`config.mk`:
```
export PLATFORM = sky130hd
export DESIGN_NAME = sdram_cmd_tracker
export DESIGN_NICKNAME = d
export VERILOG_FILES = /design/src/rtl/sdram_trk_pkg.sv /design/src/rtl/sdram_trk_decode.sv /design/src/rtl/sdram_trk_mode.sv /design/src/rtl/sdram_trk_bank.sv /design/src/rtl/sdram_cmd_tracker.sv
export SDC_FILE = /design/constraint.sdc
export NUM_CORES = 1
export LEC_CHECK = 0
export ABC_AREA = 1
export BUFFER_PORTS_ARGS = -buffer_cell sky130_fd_sc_hd__buf_2
export CAP_MARGIN = 20
export CORE_UTILIZATION = 36
export CTS_BUF_LIST = sky130_fd_sc_hd__clkbuf_8
export CTS_CLUSTER_DIAMETER = 80
export DETAILED_ROUTE_END_ITERATION = 10
export GPL_ROUTABILITY_DRIVEN = 0
export SLEW_MARGIN = 30
export SYNTH_ARGS = -nofsm -noshare
export SYNTH_HDL_FRONTEND = slang
export SYNTH_HIERARCHICAL = 1
export SYNTH_SLANG_ARGS = --single-unit
```
`constraint.sdc`:
```
create_clock -name clk -period 2.4 [get_ports clk]
set_input_delay 0.36 -clock clk [delete_from_list [all_inputs] [get_ports clk]]
set_output_delay 0.36 -clock clk [all_outputs]
set_load 0.05 [all_outputs]
```
`src/rtl/sdram_trk_pkg.sv`:
```
// Package: shared command type for the SDRAM command tracker.
// Assumes: codes are fixed, since the bench and downstream logic rely on them.
package sdram_trk_pkg;
    typedef enum logic [3:0] {
        C_NOP  = 4'd0,
        C_ACT  = 4'd1,
        C_RD   = 4'd2,
        C_RDA  = 4'd3,
        C_WR   = 4'd4,
        C_WRA  = 4'd5,
        C_PRE  = 4'd6,
        C_PALL = 4'd7,
        C_REF  = 4'd8,
        C_MRS  = 4'd9
    } cmd_e;
endpackage

```
`src/rtl/sdram_trk_decode.sv`:
```
// Module: sdram_trk_decode
// Turns the four strobe pins plus the address bus into a command code,
// a bank index and a row value. Purely combinational.
// Assumes: the bank index sits in the top BA_W address bits.
module sdram_trk_decode
    import sdram_trk_pkg::*;
#(
    parameter int ADDR_W = 14,
    parameter int ROW_W  = 12,
    parameter int BA_W   = 2,
    parameter int AP_BIT = 10
) (
    input  logic              cs_n,
    input  logic              ras_n,
    input  logic              cas_n,
    input  logic              we_n,
    input  logic [ADDR_W-1:0] addr,
    output cmd_e              cmd,
    output logic [BA_W-1:0]   bank,
    output logic [ROW_W-1:0]  row
);
    localparam int BA_LSB = ADDR_W - BA_W;

    logic [2:0] strobes;
    logic       a_flag;

    assign strobes = {ras_n, cas_n, we_n};
    assign a_flag  = addr[AP_BIT];
    assign bank    = addr[BA_LSB +: BA_W];
    assign row     = addr[ROW_W-1:0];

    // Purpose: map the strobe pattern and A10 onto a command code.
    always_comb begin
        cmd = C_NOP;
        if (!cs_n) begin
            case (strobes)
                3'b011:  cmd = C_ACT;
                3'b101:  cmd = a_flag ? C_RDA : C_RD;
                3'b100:  cmd = a_flag ? C_WRA : C_WR;
                3'b010:  cmd = a_flag ? C_PALL : C_PRE;
                3'b001:  cmd = C_REF;
                3'b000:  cmd = C_MRS;
                default: cmd = C_NOP;
            endcase
        end
    end
endmodule

```
`src/rtl/sdram_trk_mode.sv`:
```
// Module: sdram_trk_mode
// Holds the mode register and derives the burst countdown length from it.
// Assumes: a zero length marks full page, which never drives a countdown.
module sdram_trk_mode #(
    parameter int ADDR_W = 14,
    parameter int CNT_W  = 4
) (
    input  logic              clk,
    input  logic              rst_n,
    input  logic              load_i,
    input  logic [ADDR_W-1:0] word_i,
    output logic [ADDR_W-1:0] word_o,
    output logic              valid_o,
    output logic [CNT_W-1:0]  ap_len_o,
    output logic              full_o
);
    // Purpose: capture the address bus on a mode set.
    always_ff @(posedge clk) begin
        if (!rst_n) begin
            word_o  <= '0;
            valid_o <= 1'b0;
        end else if (load_i) begin
            word_o  <= word_i;
            valid_o <= 1'b1;
        end
    end

    // Purpose: translate the length field into a cycle count.
    always_comb begin
        case (word_o[2:0])
            3'b000:  ap_len_o = CNT_W'(1);
            3'b001:  ap_len_o = CNT_W'(2);
            3'b010:  ap_len_o = CNT_W'(4);
            3'b011:  ap_len_o = CNT_W'(8);
            default: ap_len_o = '0;
        endcase
    end

    assign full_o = word_o[2];
endmodule

```
`src/rtl/sdram_trk_bank.sv`:
```
// Module: sdram_trk_bank
// State of one bank: open flag, stored row and pending auto-precharge countdown.
// Assumes: the caller gates act/pre/ap so that only legal requests arrive,
// and that act and pre are never raised together.
module sdram_trk_bank #(
    parameter int ROW_W = 12,
    parameter int CNT_W = 4
) (
    input  logic             clk,
    input  logic             rst_n,
    input  logic             act_i,
    input  logic             pre_i,
    input  logic             ap_i,
    input  logic [CNT_W-1:0] ap_len_i,
    input  logic [ROW_W-1:0] row_i,
    output logic             open_o,
    output logic             pend_o,
    output logic [ROW_W-1:0] row_o
);
    logic [CNT_W-1:0] remain;

    // Purpose: open, close, or count down to an automatic close.
    always_ff @(posedge clk) begin
        if (!rst_n) begin
            open_o <= 1'b0;
            pend_o <= 1'b0;
            remain <= '0;
            row_o  <= '0;
        end else if (act_i) begin
            open_o <= 1'b1;
            pend_o <= 1'b0;
            row_o  <= row_i;
        end else if (pre_i) begin
            open_o <= 1'b0;
            pend_o <= 1'b0;
        end else if (ap_i) begin
            pend_o <= 1'b1;
            remain <= ap_len_i;
        end else if (pend_o) begin
            if (remain == CNT_W'(1)) begin
                open_o <= 1'b0;
                pend_o <= 1'b0;
            end else begin
                remain <= remain - CNT_W'(1);
            end
        end
    end
endmodule

```
`src/rtl/sdram_cmd_tracker.sv`:
```
// Module: sdram_cmd_tracker (top)
// Decodes SDRAM commands, checks them against the tracked state, updates a
// set of per-bank trackers and the mode register, and registers the
// decoded command and its legality verdict.
// Assumes: one command per clock and a synchronous reset held for at least one edge.
module sdram_cmd_tracker
    import sdram_trk_pkg::*;
#(
    parameter int ADDR_W    = 14,
    parameter int ROW_W     = 12,
    parameter int NUM_BANKS = 4,
    parameter int AP_BIT    = 10,
    parameter int CNT_W     = 4,
    localparam int BA_W     = $clog2(NUM_BANKS)
) (
    input  logic                       clk,
    input  logic                       rst_n,
    input  logic                       cs_n,
    input  logic                       ras_n,
    input  logic                       cas_n,
    input  logic                       we_n,
    input  logic [ADDR_W-1:0]          addr,
    output logic [3:0]                 cmd_code,
    output logic [BA_W-1:0]            cmd_bank,
    output logic                       illegal,
    output logic [NUM_BANKS-1:0]       bank_open,
    output logic [NUM_BANKS*ROW_W-1:0] bank_row,
    output logic                       mode_valid,
    output logic [ADDR_W-1:0]          mode_word,
    output logic [2:0]                 burst_len,
    output logic                       burst_interleave,
    output logic [2:0]                 cas_latency
);
    cmd_e                 cmd;
    logic [BA_W-1:0]      bank_sel;
    logic [ROW_W-1:0]     row_in;
    logic [NUM_BANKS-1:0] sel_hot;
    logic [NUM_BANKS-1:0] pend_vec;
    logic [CNT_W-1:0]     ap_len;
    logic                 len_full;
    logic                 sel_open;
    logic                 sel_pend;
    logic                 bad;
    logic                 act_go;
    logic                 pre_one;
    logic                 pre_all;
    logic                 ap_go;

    sdram_trk_decode #(
        .ADDR_W (ADDR_W),
        .ROW_W  (ROW_W),
        .BA_W   (BA_W),
        .AP_BIT (AP_BIT)
    ) u_decode (
        .cs_n  (cs_n),
        .ras_n (ras_n),
        .cas_n (cas_n),
        .we_n  (we_n),
        .addr  (addr),
        .cmd   (cmd),
        .bank  (bank_sel),
        .row   (row_in)
    );

    sdram_trk_mode #(
        .ADDR_W (ADDR_W),
        .CNT_W  (CNT_W)
    ) u_mode (
        .clk      (clk),
        .rst_n    (rst_n),
        .load_i   (cmd == C_MRS),
        .word_i   (addr),
        .word_o   (mode_word),
        .valid_o  (mode_valid),
        .ap_len_o (ap_len),
        .full_o   (len_full)
    );

    assign burst_len        = mode_word[2:0];
    assign burst_interleave = mode_word[3];
    assign cas_latency      = mode_word[6:4];

    assign sel_hot  = NUM_BANKS'(1) << bank_sel;
    assign sel_open = bank_open[bank_sel];
    assign sel_pend = pend_vec[bank_sel];

    // Purpose: decide whether the current command breaks a legality rule.
    always_comb begin
        case (cmd)
            C_ACT:        bad = !mode_valid || sel_open;
            C_RD, C_WR:   bad = !mode_valid || !sel_open || sel_pend;
            C_RDA, C_WRA: bad = !mode_valid || !sel_open || sel_pend || len_full;
            C_REF:        bad = |bank_open;
            default:      bad = 1'b0;
        endcase
    end

    assign act_go  = (cmd == C_ACT) && !bad;
    assign pre_one = (cmd == C_PRE);
    assign pre_all = (cmd == C_PALL);
    assign ap_go   = ((cmd == C_RDA) || (cmd == C_WRA)) && !bad;

    for (genvar g = 0; g < NUM_BANKS; g++) begin : g_bank
        sdram_trk_bank #(
            .ROW_W (ROW_W),
            .CNT_W (CNT_W)
        ) u_bank (
            .clk      (clk),
            .rst_n    (rst_n),
            .act_i    (act_go && sel_hot[g]),
            .pre_i    (pre_all || (pre_one && sel_hot[g])),
            .ap_i     (ap_go && sel_hot[g]),
            .ap_len_i (ap_len),
            .row_i    (row_in),
            .open_o   (bank_open[g]),
            .pend_o   (pend_vec[g]),
            .row_o    (bank_row[g*ROW_W +: ROW_W])
        );
    end

    // Purpose: register the decoded command, its bank and the verdict.
    always_ff @(posedge clk) begin
        if (!rst_n) begin
            cmd_code <= 4'd0;
            cmd_bank <= '0;
            illegal  <= 1'b0;
        end else begin
            cmd_code <= cmd;
            cmd_bank <= bank_sel;
            illegal  <= bad;
        end
    end
endmodule

```
Word-level counts from Yosys, hierarchy flattened
Cells that the tools add are included.
Storage, ports and cells
  register bits after elaboration: 94
  memories kept: 0
  bits in read-only memories: 0
  logic and storage cells: 175
  bits in writable memories: 0
  latch bits: 0
  input port bits: 20
  output and inout bits: 81
Cells by class
  muxes and demuxes: 55
  shift operators: 1
  reductions and logical operators: 55
  multipliers: 0
  add/sub/neg operators: 4
  magnitude comparators: 1
  equality and inequality tests: 29
  bitwise logic cells: 9
  div/mod/pow operators: 0
Operators by type and width (number)
  4-bit 2-to-1 mux: 13
  1-bit 2-to-1 mux: 37
  4-bit case mux with 6 select lines: 1
  3-bit nonzero test: 8
  4-bit by 1-bit equality test with 1-bit output (second input constant): 5
  4-bit by 3-bit equality test with 1-bit output (second input constant): 4
  4-bit case mux with 4 select lines: 1
  4-bit AND reduction: 4
  4-bit by 1-bit subtractor with 4-bit output (second input constant): 4
  1-bit logical AND: 14
  3-bit by 2-bit equality test with 1-bit output (second input constant): 4
  3-bit by 1-bit inequality test with 1-bit output (second input constant): 4
  3-bit AND reduction: 4
  3-bit OR reduction: 4
  1-bit logical OR: 9
  1-bit NOT: 9
  4-bit by 2-bit equality test with 1-bit output (second input constant): 2
  4-bit equality test (second input constant): 2
  2-bit by 1-bit inequality test with 1-bit output (second input constant): 4
  2-bit nonzero test: 4
  3-bit by 1-bit equality test with 1-bit output (second input constant): 2
  3-bit equality test (second input constant): 2
  3-bit logical NOT: 2
  1-bit binary-select mux with 2-bit select: 2
  6 further kinds: 9

Depth between registers and ports, before layout
Gate-level depths: netlist (run 1).
  word-level depth: 13
  gate-level depth with buffers: 18
  mapped depth without buffers: 18

By module
The synthesis (run 1) kept the hierarchy.
By module, submodules not included
  sdram_trk_bank: instances 4, area an instance 825.8 um^2, cells each 111, sequential area each 360.3 um^2
  sdram_trk_mode: instances 1, area an instance 636.9 um^2, cells each 97, sequential area each 300.3 um^2
  sdram_cmd_tracker: instances 1, area an instance 556.8 um^2, cells each 97, sequential area each 140.1 um^2
  sdram_trk_decode: instances 1, area an instance 183.9 um^2, cells each 32, sequential area each 0.0 um^2

Least setup slack after synthesis (run 1)
No wires, ideal clock.
  path type: input -> register
  from: in cas_n
  to: reg g_bank[0].u_bank.row_o[1]
  stages: 14
  library setup time: 0.117 ns
  arrival: 2.275 ns
  required time: 2.283 ns
  buffers on the path: 1
  path slack: 0.009 ns
  cell sequence: inv_1 -> nor2_2 -> nand2_1 -> a21oi_1 -> nor2_1 -> a22oi_1 -> a21oi_1 -> nor2_2 -> nand3_2 -> nor2_1 -> inv_2 -> buf_2 -> nor2_1 -> nor2_1
Between the ends
  longest elaborated chain between the ends: 9
  elaborated cells on any way between the ends: 20
  classes of those cells: 11 x eq/ne; 3 x mux; 6 x reduce/logical
RTL lines
  from (decl): RTL line sdram_cmd_tracker.sv:20  | input logic cas_n,
  3-bit by 1-bit equality test with 1-bit output (tied with other cells): RTL line sdram_trk_decode.sv:36  | case (strobes)
  4-bit case mux with 6 select lines *: RTL line sdram_trk_decode.sv:36
  4-bit 2-to-1 mux *: RTL line sdram_trk_decode.sv:35  | if (!cs_n) begin
  via cmd[0]: RTL line sdram_cmd_tracker.sv:34  | cmd_e cmd;
  4-bit by 2-bit equality test with 1-bit output / 4-bit by 3-bit equality test with 1-bit output (equally long branches): RTL line sdram_cmd_tracker.sv:89  | case (cmd)
  2-bit OR reduction: RTL line sdram_cmd_tracker.sv:89
  1-bit case mux with 4 select lines: RTL line sdram_cmd_tracker.sv:89
  1-bit logical NOT: RTL line sdram_cmd_tracker.sv:98  | assign act_go = (cmd == C_ACT) && !bad;
  1-bit logical AND *: RTL line sdram_cmd_tracker.sv:98
  1-bit logical AND *: RTL line sdram_cmd_tracker.sv:110  | .act_i (act_go && sel_hot[g]),
  to (signal assigned): RTL line sdram_trk_bank.sv:32  | row_o <= row_i;
  to (decl): RTL line sdram_trk_bank.sv:18  | output logic [ROW_W-1:0] row_o
Mark *: on every way through the listed nets, which the timed path passes. The rest lies on a longest branch.
A chain may end at the register's enable or synchronous reset.

Final worst setup path (run 1)
  from: in ras_n
  to: reg g_bank[0].u_bank.remain[1]
Between the ends
  longest elaborated chain between the ends: 11
  elaborated cells on any way between the ends: 33
  classes of those cells: 14 x eq/ne; 4 x mux; 2 x bitwise; 13 x reduce/logical
RTL lines
  from (decl): RTL line sdram_cmd_tracker.sv:19  | input logic ras_n,
  3-bit by 1-bit equality test with 1-bit output (tied with other cells): RTL line sdram_trk_decode.sv:36
  4-bit case mux with 6 select lines *: RTL line sdram_trk_decode.sv:36
  4-bit 2-to-1 mux *: RTL line sdram_trk_decode.sv:35
  via cmd[1]: RTL line sdram_cmd_tracker.sv:34
  4-bit by 2-bit equality test with 1-bit output (tied with other cells): RTL line sdram_cmd_tracker.sv:89, sdram_cmd_tracker.sv:101
  2-bit OR reduction: RTL line sdram_cmd_tracker.sv:89
  1-bit case mux with 4 select lines: RTL line sdram_cmd_tracker.sv:89
  1-bit logical NOT: RTL line sdram_cmd_tracker.sv:98, sdram_cmd_tracker.sv:101
  1-bit logical AND, on equally long branches: RTL line sdram_cmd_tracker.sv:101, sdram_cmd_tracker.sv:98
  1-bit logical AND, on equally long branches: RTL line sdram_cmd_tracker.sv:112, sdram_cmd_tracker.sv:110
  2-bit by 1-bit inequality test with 1-bit output (no source line) (tied with other cells)
  4-bit AND reduction (no source line)
  to (signal assigned): RTL line sdram_trk_bank.sv:38  | remain <= ap_len_i;
  to (signal assigned): RTL line sdram_trk_bank.sv:44  | remain <= remain - CNT_W'(1);
  to (decl): RTL line sdram_trk_bank.sv:20  | logic [CNT_W-1:0] remain;
Marks and branches as above.

==> results of run 1 <==
==> worst max-delay path by stage <==
stage	startpoint	to	slack, ns	cells past startpoint
2_1_floorplan	cas_n	g_bank[0].u_bank/row_o[1]	0.009	14
3_3_place_gp	cas_n	g_bank[0].u_bank/remain[1]	-0.07	18
3_5_place_dp	cas_n	g_bank[3].u_bank/remain[1]	-0.26	19
4_1_cts	cas_n	g_bank[3].u_bank/remain[1]	0.14	19
5_1_grt	ras_n	g_bank[0].u_bank/remain[1]	0.01	21
6_report	ras_n	g_bank[0].u_bank/remain[1]	0.30	19
==> routing by layer <==
layer  up-vias  global-route usage  routed length, um
met5         -                   0                  0
met4         0              0.0761                213
met3        17              0.0507                675
met2        90               0.315               5580
met1      1944               0.230               5490
li1       2259                   -                  -
==> power by group through the flow <==
stage          combinational [W]  clock [W]  sequential [W]
2_1_floorplan           0.000195          0         0.00176
3_3_place_gp            0.000394          0         0.00165
3_5_place_dp            0.000399          0         0.00165
4_1_cts                 0.000400    0.00122         0.00162
5_1_grt                 0.000440    0.00129         0.00162
6_report                0.000403    0.00119         0.00162
==> synthesized netlist by cell type (7+ instances only) <==
cell,number,area share
inv_2,9,0.0072
inv_1,64,0.051
o21ai_0,57,0.061
nor2_1,184,0.15
nand3_1,13,0.014
a21oi_1,7,0.0075
buf_4,25,0.040
nor3_1,8,0.0086
nand3_4,8,0.030
nand4_1,13,0.017
dfxtp_1,94,0.40
ha_1,8,0.021
nand2_1,135,0.11
==> state kept, by name (all words and copies together), names as in the netlist <==
register and flops:
illegal 1, g_bank.u_bank/remain 16, g_bank.u_bank/row_o 48, u_mode/valid_o 1, cmd_bank 2, cmd_code 4, u_mode/word_o 14, g_bank.u_bank/pend_o 4
g_bank.u_bank/open_o 4
==> stage by stage <==
step,area (um2),TNS [ns],instances,util
6_report,5590,0,950,0.441
5_1_grt,5590,0,950,0.441
4_1_cts,5560,0,950,0.439
3_5_place_dp,5340,-7.16,934,0.422
3_3_place_gp,5340,-0.692,934,0.422
2_1_floorplan,4680,0,670,-
==> cell families (layout without fill, tap and decap cells) <==
logic type	after synthesis	count (layout)	share of synthesized area
AO/OA/AOI/OAI	68	68	0.0748
flip-flops	94	94	0.402
buffers and inverters	112	220	0.123
adder cells (fa/ha/maj)	8	8	0.0214
AND/OR/NAND/NOR	388	388	0.378
==> layout make-up <==
cell class / count / area share
well taps: 172 / 0.0385
repair buffers: 131 / 0.133
clock buffers: 9 / 0.0221
inverters: 73 / 0.0490
multi-input cells: 464 / 0.403
flip-flops and latches: 94 / 0.336
clock inverters: 7 / 0.0174
==> what timing repair did <==
action / in CTS / in global routing
setup endpoints to repair: 0 / 27
hold endpoints to repair: 0 / 0
gates resized for setup: 0 / 8
==> worst max-delay path, stage by stage <==
cell and delay (ns):
buf_2 0.13, inv_1 0.06, nor2_2 0.10, nand2_1 0.06, a21oi_1 0.14, buf_4 0.15, inv_1 0.07, nor2_2 0.12
a22oi_2 0.08, a21oi_2 0.17, nor2_4 0.07, nand3_2 0.13, nor2_1 0.06, buf_4 0.15, or2_4 0.26, nand3_4 0.12
nand2_1 0.06, nand2_1 0.05, nor2_1 0.04
==> impl_metrics.yaml, run 1 <==
timing:
  rsz0062_at_grt: "no"
  max_slew.worst_pin.slew_ns: 0.681
  max-slew-margin-rel: 0.542
  finalSetupViolCount: 0
  fmax_mhz: 475
  hold_ws_ns: 0.292
  timing.final.crit_share: 0.877
  hold_viol: 0
  fin_crit_ns: 2.10
  slew_violations: 0
  fin_skew_ns: 0.0105
  setup_ws_ns: 0.296
power:
  switchingPower_w: 0.000913
  p_seq_frac: 0.503
  power.total_w: 0.00321
  combPwrFrac: 0.126
  ir_worst_vdd_uv: 308
  p_int_w: 0.00230
  clkPwrFrac: 0.371
  p_leak_nw: 2.88
  swShare: 0.284
  power_density_mw_per_mm2: 574
drt:
  drt_iter0_markers: 238
  drtPass1Iterations: 4
  vias: 4310
  via_per_inst: 4.54
  route.detailed.drc: 0
  routed_wl_mm: 12.0
  ant_nets: 0
  wl_per_cell_um: 12.6
clock_network:
  cts_hold_buffers: 0
  cts.sinks: 94
  clock_latency_ns: 0.38
  htree_levels: 3
  clk_path_buf_depth: 2
  post_cts_buffers: 0
  cts-root-buf: "clkbuf_8"
  cts_buffers: 9
  cts_tree: "done"
  path_clk_slew_ns: 0.09
critical_path:
  ff2ff_setup_slack_ns: 0.41
  endpoint_kind: "flip-flop"
  ff2ff_path_depth: 14
  crit_arrival_ns: 2.38
  worst_setup_path_start_kind: "input port"
  crit_fanout: 7
  path_class: "in -> reg"
  rr_startpoint: "g_bank[1].u_bank/open_o"
  timing.rr.end: "g_bank[2].u_bank/remain[3]"
  cp.required_ns: 2.67
floorplan:
  die_x_um: 116
  num_rows: 41
  die_y_um: 116
  core_area_mm2: 0.0127
  io_pins: 101
  start_util: 0.369
  dieArea_mm2: 0.0135
logic_synthesis:
  yosysUniqueCellTypes: 28
  synth-warning-count: 6
  seq_area_frac_synth: 0.402
  synth_edf_count: 0
  synth_area_mm2: 0.00468
  synthCells: 670
  avgSynthCellArea_um2: 6.99
  synth_async_sr_flop_share: 0
  syn_nets: 698
  ys_ff_latch: 94
  synth_flop_cell: "dfxtp_1"
finish:
  area_growth_pct: 19.5
  seq_area_mm2: 0.00188
  multiInputGateArea_mm2: 0.00225
  fillerInstances: 1285
  diodes: 0
  final_common_cell: "nor2_1"
  drive_above_1_share: 0.251
  fin_nets: 801
  final_cell_mix: "180 x nor2_1, 135 x nand2_1, 100 x buf_2"
hold_path:
  hp-start: "addr[12]"
  hold_end: "cmd_bank[0]"
  min_delay_path_depth: 3
  hp-class: "in -> reg"
placement:
  hpwl_mm: 8.72
  dp_slack_ns: -0.257
  io_buffers: 100
grt:
  grt_max_degree: 91
  grt_antenna_before_repair: 0
  grt_first_pass_wirelength_mm: 19.7
  overflow: 0
  grt_use_total: 0.189
  grt_pass1_vias: 4091
job:
  drv_cap: 0
outcome:
  outcome: "completed"
Power figures use the tool's default switching activity.
==> inputs of run 2 (changes only) <==
--- a/config.mk
+++ b/config.mk
@@ -8,11 +8,12 @@
 export ABC_AREA = 1
 export BUFFER_PORTS_ARGS = -buffer_cell sky130_fd_sc_hd__buf_2
 export CAP_MARGIN = 20
-export CORE_UTILIZATION = 36
+export CORE_UTILIZATION = 51
 export CTS_BUF_LIST = sky130_fd_sc_hd__clkbuf_8
 export CTS_CLUSTER_DIAMETER = 80
 export DETAILED_ROUTE_END_ITERATION = 10
 export GPL_ROUTABILITY_DRIVEN = 0
+export PLACE_DENSITY = 0.78
 export SLEW_MARGIN = 30
 export SYNTH_ARGS = -nofsm -noshare
 export SYNTH_HDL_FRONTEND = slang
==> impl_metrics.yaml, run 2 (same netlist as run 1, synthesis figures left out) <==
timing:
  finalSetupViolCount: 0
  hold_viol: 0
  max-slew-margin-rel: 0.465
  hold_ws_ns: 0.295
  fin_skew_ns: 0.0157
  fmax_mhz: 426
  slew_violations: 0
  setup_tns_ns: 0
  max_slew.worst_pin.slew_ns: 0.796
  fin_crit_ns: 2.35
  setup_ws_ns: 0.0502
  timing.final.crit_share: 0.979
power:
  p_int_w: 0.00212
  ir_worst_vdd_uv: 396
  power_density_mw_per_mm2: 544
  power.total_w: 0.00308
  swShare: 0.310
  p_seq_frac: 0.525
  clkPwrFrac: 0.333
  p_leak_nw: 2.92
  switchingPower_w: 0.000956
  combPwrFrac: 0.142
critical_path:
  crit_fanout: 7
  worst_setup_path_start_kind: "input port"
  path_class: "in -> reg"
  crit_path_frequent_cell: "nand3_4"
  cp.required_ns: 2.71
  crit_slowest_cell: "a21oi_2"
  crit_arrival_ns: 2.66
  crit_path_max_incr_delay_ns: 0.25
  endpoint_kind: "flip-flop"
  path_cells: "buf_2 -> o21ai_0 -> nand2_1 -> a21oi_2 -> nor2_1 -> a22oi_2 -> a21oi_2 -> nor2_2 -> buf_6 -> nand3_4 -> nor2_4 -> inv_4 -> nand3_4 -> nand3_4 -> nand2_2 -> nand2_1 -> nor2_1"
finish:
  area_growth_pct: 20.9
  top_register: "g_bank.u_bank/row_o"
  largest_reg_flops: 48
  diodes: 0
  final_common_cell: "nor2_1"
  fin_cells: 897
  drive_above_1_share: 0.278
  fin_nets: 812
  reg_top3: "g_bank.u_bank/row_o (48), g_bank.u_bank/remain (16), u_mode/word_o (14)"
  final_cell_mix: "176 x nor2_1, 132 x nand2_1, 98 x buf_2"
clock_network:
  path_clk_slew_ns: 0.11
  cts_buffers: 9
  cts.sinks: 94
  clock_latency_ns: 0.37
  cts_tree: "done"
  htree_levels: 3
  cts-root-buf: "clkbuf_8"
  clk_path_buf_depth: 2
drt:
  route.detailed.drc: 4
  drt_iter0_markers: 207
  ant_nets: 0
  vias: 4637
  wl_per_cell_um: 13.9
  drtPass1Iterations: 8
  via_per_inst: 5.17
  routed_wl_mm: 12.4
grt:
  grt_pass1_vias: 4478
  grt_max_degree: 60
  overflow: 0
  grt_use_total: 0.263
  grt_first_pass_wirelength_mm: 20.4
  grt_antenna_before_repair: 0
hold_path:
  hp-class: "in -> reg"
job:
  drv_cap: 0
floorplan:
  core_area_mm2: 0.00881
  start_util: 0.532
  die_x_um: 97.8
  io_pins: 101
  dieArea_mm2: 0.00956
  num_rows: 34
  die_y_um: 97.8
outcome:
  violations: "design-rule violations"
  outcome: "complete, but fails checks"
placement:
  dp_slack_ns: -0.340
  dp_cells: 876
  hpwl_mm: 8.92
  io_buffers: 100
-- run 2: cell type report --
class	instances	area [um2]
timing repair buffer	142	866
fill	763	3150
clock inverter	7	61.3
clock buffer	9	124
sequential	94	1880
multi-input combinational	464	2310
inverter	73	277
tap	108	135
-- run 2: what timing repair did --
action,in CTS,in global routing
hold buffers,0,0
pin swaps,0,11
buffers inserted,0,5
resized for setup,1,31
setup endpoints to repair,1,66
-- run 2: layer usage --
metal,track usage,share of wire
met5,0,0
met4,0.0979,0.031
met3,0.0616,0.072
met2,0.464,0.50
met1,0.310,0.40
-- run 2: stage by stage --
stage | area (um2) | util
floorplan | 4680 | -
global placement | 5330 | 0.606
detailed placement | 5330 | 0.606
CTS | 5520 | 0.627
global route | 5660 | 0.642
finish | 5660 | 0.642
-- run 2: final timing paths --
path	cells after the start	from	slack, ns	to
setup reg to reg	15	g_bank[3].u_bank/open_o	0.25	g_bank[0].u_bank/remain[1]
hold / removal	3	addr[3]	0.30	g_bank[0].u_bank/row_o[3]
setup / recovery	17	we_n	0.05	g_bank[0].u_bank/remain[1]
hold reg to reg	2	u_mode/word_o[11]	0.47	u_mode/word_o[11]
-- run 2: critical path, delay by kind of cell --
family,cells,cell delay [ns]
AND/OR/NAND/NOR,10,1.24
buffers and inverters,3,0.32
AO/OA/AOI/OAI,4,0.73
-- run 2: power by group through the flow --
stage	Sequential [W]	Combinational, W	Clock, W
after floorplan	0.00176	0.000195	0
after global placement	0.00165	0.000400	0
after detailed placement	0.00165	0.000410	0
after CTS	0.00162	0.000412	0.00105
after global routing	0.00162	0.000470	0.00109
final	0.00162	0.000436	0.00103
==> inputs of run 3 (changes only) <==
--- a/config.mk
+++ b/config.mk
@@ -8,12 +8,11 @@
 export ABC_AREA = 1
 export BUFFER_PORTS_ARGS = -buffer_cell sky130_fd_sc_hd__buf_2
 export CAP_MARGIN = 20
-export CORE_UTILIZATION = 51
+export CORE_UTILIZATION = 40
 export CTS_BUF_LIST = sky130_fd_sc_hd__clkbuf_8
 export CTS_CLUSTER_DIAMETER = 80
 export DETAILED_ROUTE_END_ITERATION = 10
 export GPL_ROUTABILITY_DRIVEN = 0
-export PLACE_DENSITY = 0.78
 export SLEW_MARGIN = 30
 export SYNTH_ARGS = -nofsm -noshare
 export SYNTH_HDL_FRONTEND = slang
==> impl_metrics.yaml, run 3 (same netlist as run 1, synthesis figures left out) <==
outcome:
  outcome: "completed"
timing:
  max-slew-margin-rel: 0.513
  fmax_mhz: 469
  fin_skew_ns: 0.0104
  max_slew.worst_pin.slew_ns: 0.724
  slew_violations: 0
  fin_crit_ns: 2.13
  timing.final.crit_share: 0.888
  rsz0062_at_grt: "yes"
  hold_viol: 0
  finalSetupViolCount: 0
clock_network:
  cts.sinks: 94
  cts_hold_buffers: 0
  htree_levels: 3
  cts-root-buf: "clkbuf_8"
  cts_buffers: 9
  clk_path_buf_depth: 2
  path_clk_slew_ns: 0.10
  clock_latency_ns: 0.38
  cts_tree: "done"
finish:
  fin_cells: 923
  utilization: 0.489
  largest_reg_flops: 48
  fillerInstances: 1167
  final_common_cell: "nor2_1"
  multiInputGateArea_mm2: 0.00224
  diodes: 0
  final_cell_mix: "182 x nor2_1, 135 x nand2_1, 100 x buf_2"
  reg_top3: "g_bank.u_bank/row_o (48), g_bank.u_bank/remain (16), u_mode/word_o (14)"
  top_register: "g_bank.u_bank/row_o"
  seq_area_mm2: 0.00188
  drive_above_1_share: 0.246
  area_growth_pct: 19.3
  fin_nets: 803
grt:
  overflow: 0
  grt_util_met2: 0.363
  grt_antenna_before_repair: 0
  global_route.usage.met1: 0.256
  grt_use_total: 0.214
  grt_pass1_vias: 4132
  busiest_layer: "met2"
  use_met3: 0.0623
  grt_first_pass_wirelength_mm: 19.6
  grt_max_degree: 91
floorplan:
  die_y_um: 110
  num_rows: 39
  io_pins: 101
  start_util: 0.410
  core_area_mm2: 0.0114
  dieArea_mm2: 0.0121
  die_x_um: 110
drt:
  via_per_inst: 4.71
  routed_wl_mm: 12.1
  ant_nets: 0
  route.detailed.drc: 0
  drtPass1Iterations: 4
  wl_per_cell_um: 13.1
  drt_iter0_markers: 223
  vias: 4346
hold_path:
  hp-class: "in -> reg"
power:
  switchingPower_w: 0.000883
  p_int_w: 0.00240
  swShare: 0.269
  combPwrFrac: 0.123
  ir_worst_vdd_uv: 358
  power.total_w: 0.00328
  p_seq_frac: 0.493
  clkPwrFrac: 0.384
  p_leak_nw: 2.91
  power_density_mw_per_mm2: 587
job:
  drv_cap: 0
placement:
  dp_cells: 907
  io_buffers: 100
  hpwl_mm: 8.74
critical_path:
  crit_fanout: 13
  path_class: "in -> reg"
  crit_arrival_ns: 2.41
  ff2ff_setup_slack_ns: 0.38
  worst_setup_path_start_kind: "input port"
  endpoint_kind: "flip-flop"
  cp.required_ns: 2.67
==> run 3: cell types whose count changed in the layout (fill, tap and decap cells not counted), sizes merged <==
cell	delta
buf	-9
bufinv	+3
inv	-2
clkinvlp	-1
==> run 3: routing by layer <==
metal | share of wire | up-vias
li1 | - | 2267
met1 | 0.45 | 1970
met2 | 0.48 | 100
met3 | 0.063 | 9
met4 | 0.011 | 0
met5 | 0 | -
==> run 3: critical path: stages <==
cell and delay [ns]:
buf_2 0.10, inv_1 0.06, nor2_2 0.12, nand2_1 0.07, a21oi_1 0.14, buf_4 0.16, nor2_1 0.07, a22oi_1 0.20
a21oi_1 0.08, nor2_2 0.12, buf_4 0.13, nand3_2 0.09, nor2_1 0.15, buf_4 0.22, inv_2 0.14, nor2_1 0.13
nor2_1 0.07
==> run 3: path summary, 6_finish.rpt <==
| path | startpoint | end | depth (start not counted) |
|---|---|---|---|
| worst min register to register | u_mode/word_o[7] | u_mode/word_o[7] | 2 |
| worst max register to register | g_bank[3].u_bank/open_o | g_bank[1].u_bank/remain[0] | 14 |
| worst max-delay path | cas_n | g_bank[3].u_bank/row_o[1] | 17 |
| worst min-delay path | addr[2] | g_bank[2].u_bank/row_o[2] | 3 |
==> run 3: power groups by stage <==
stage / registers [W] / clock network [W] / logic, W
6_report: 0.00162 / 0.00126 / 0.000404
2_1_floorplan: 0.00176 / 0 / 0.000195
3_5_place_dp: 0.00165 / 0 / 0.000402
3_3_place_gp: 0.00165 / 0 / 0.000397
4_1_cts: 0.00162 / 0.00129 / 0.000403
5_1_grt: 0.00162 / 0.00136 / 0.000441
==> run 3: per-stage QoR <==
step | cell area, um2 | setup TNS, ns | hold WS [ns] | setup WS (ns)
after floorplan | 4680 | 0 | 0.458 | 0.00860
after global placement | 5330 | -1.85 | 0.457 | -0.0624
after CTS | 5570 | 0 | 0.279 | 0.210
final | 5580 | 0 | 0.287 | 0.268
after detailed placement | 5330 | -7.83 | 0.459 | -0.177
after global routing | 5580 | -0.00268 | 0.296 | -0.00268
==> run 3: timing repair <==
item                                    in CTS  in global routing
endpoints found under the setup margin       0                 71
resized for setup                            0                  3
buffers inserted                             0                  0
==> run 3: layout make-up <==
cell class / instances / share of cell area
Clock buffer: 9 / 0.0222
Clock inverter: 7 / 0.0206
Inverter: 73 / 0.0491
Multi-Input combinational cell: 464 / 0.400
Sequential cell: 94 / 0.337
Tap cell: 143 / 0.0320
Timing Repair Buffer: 133 / 0.139
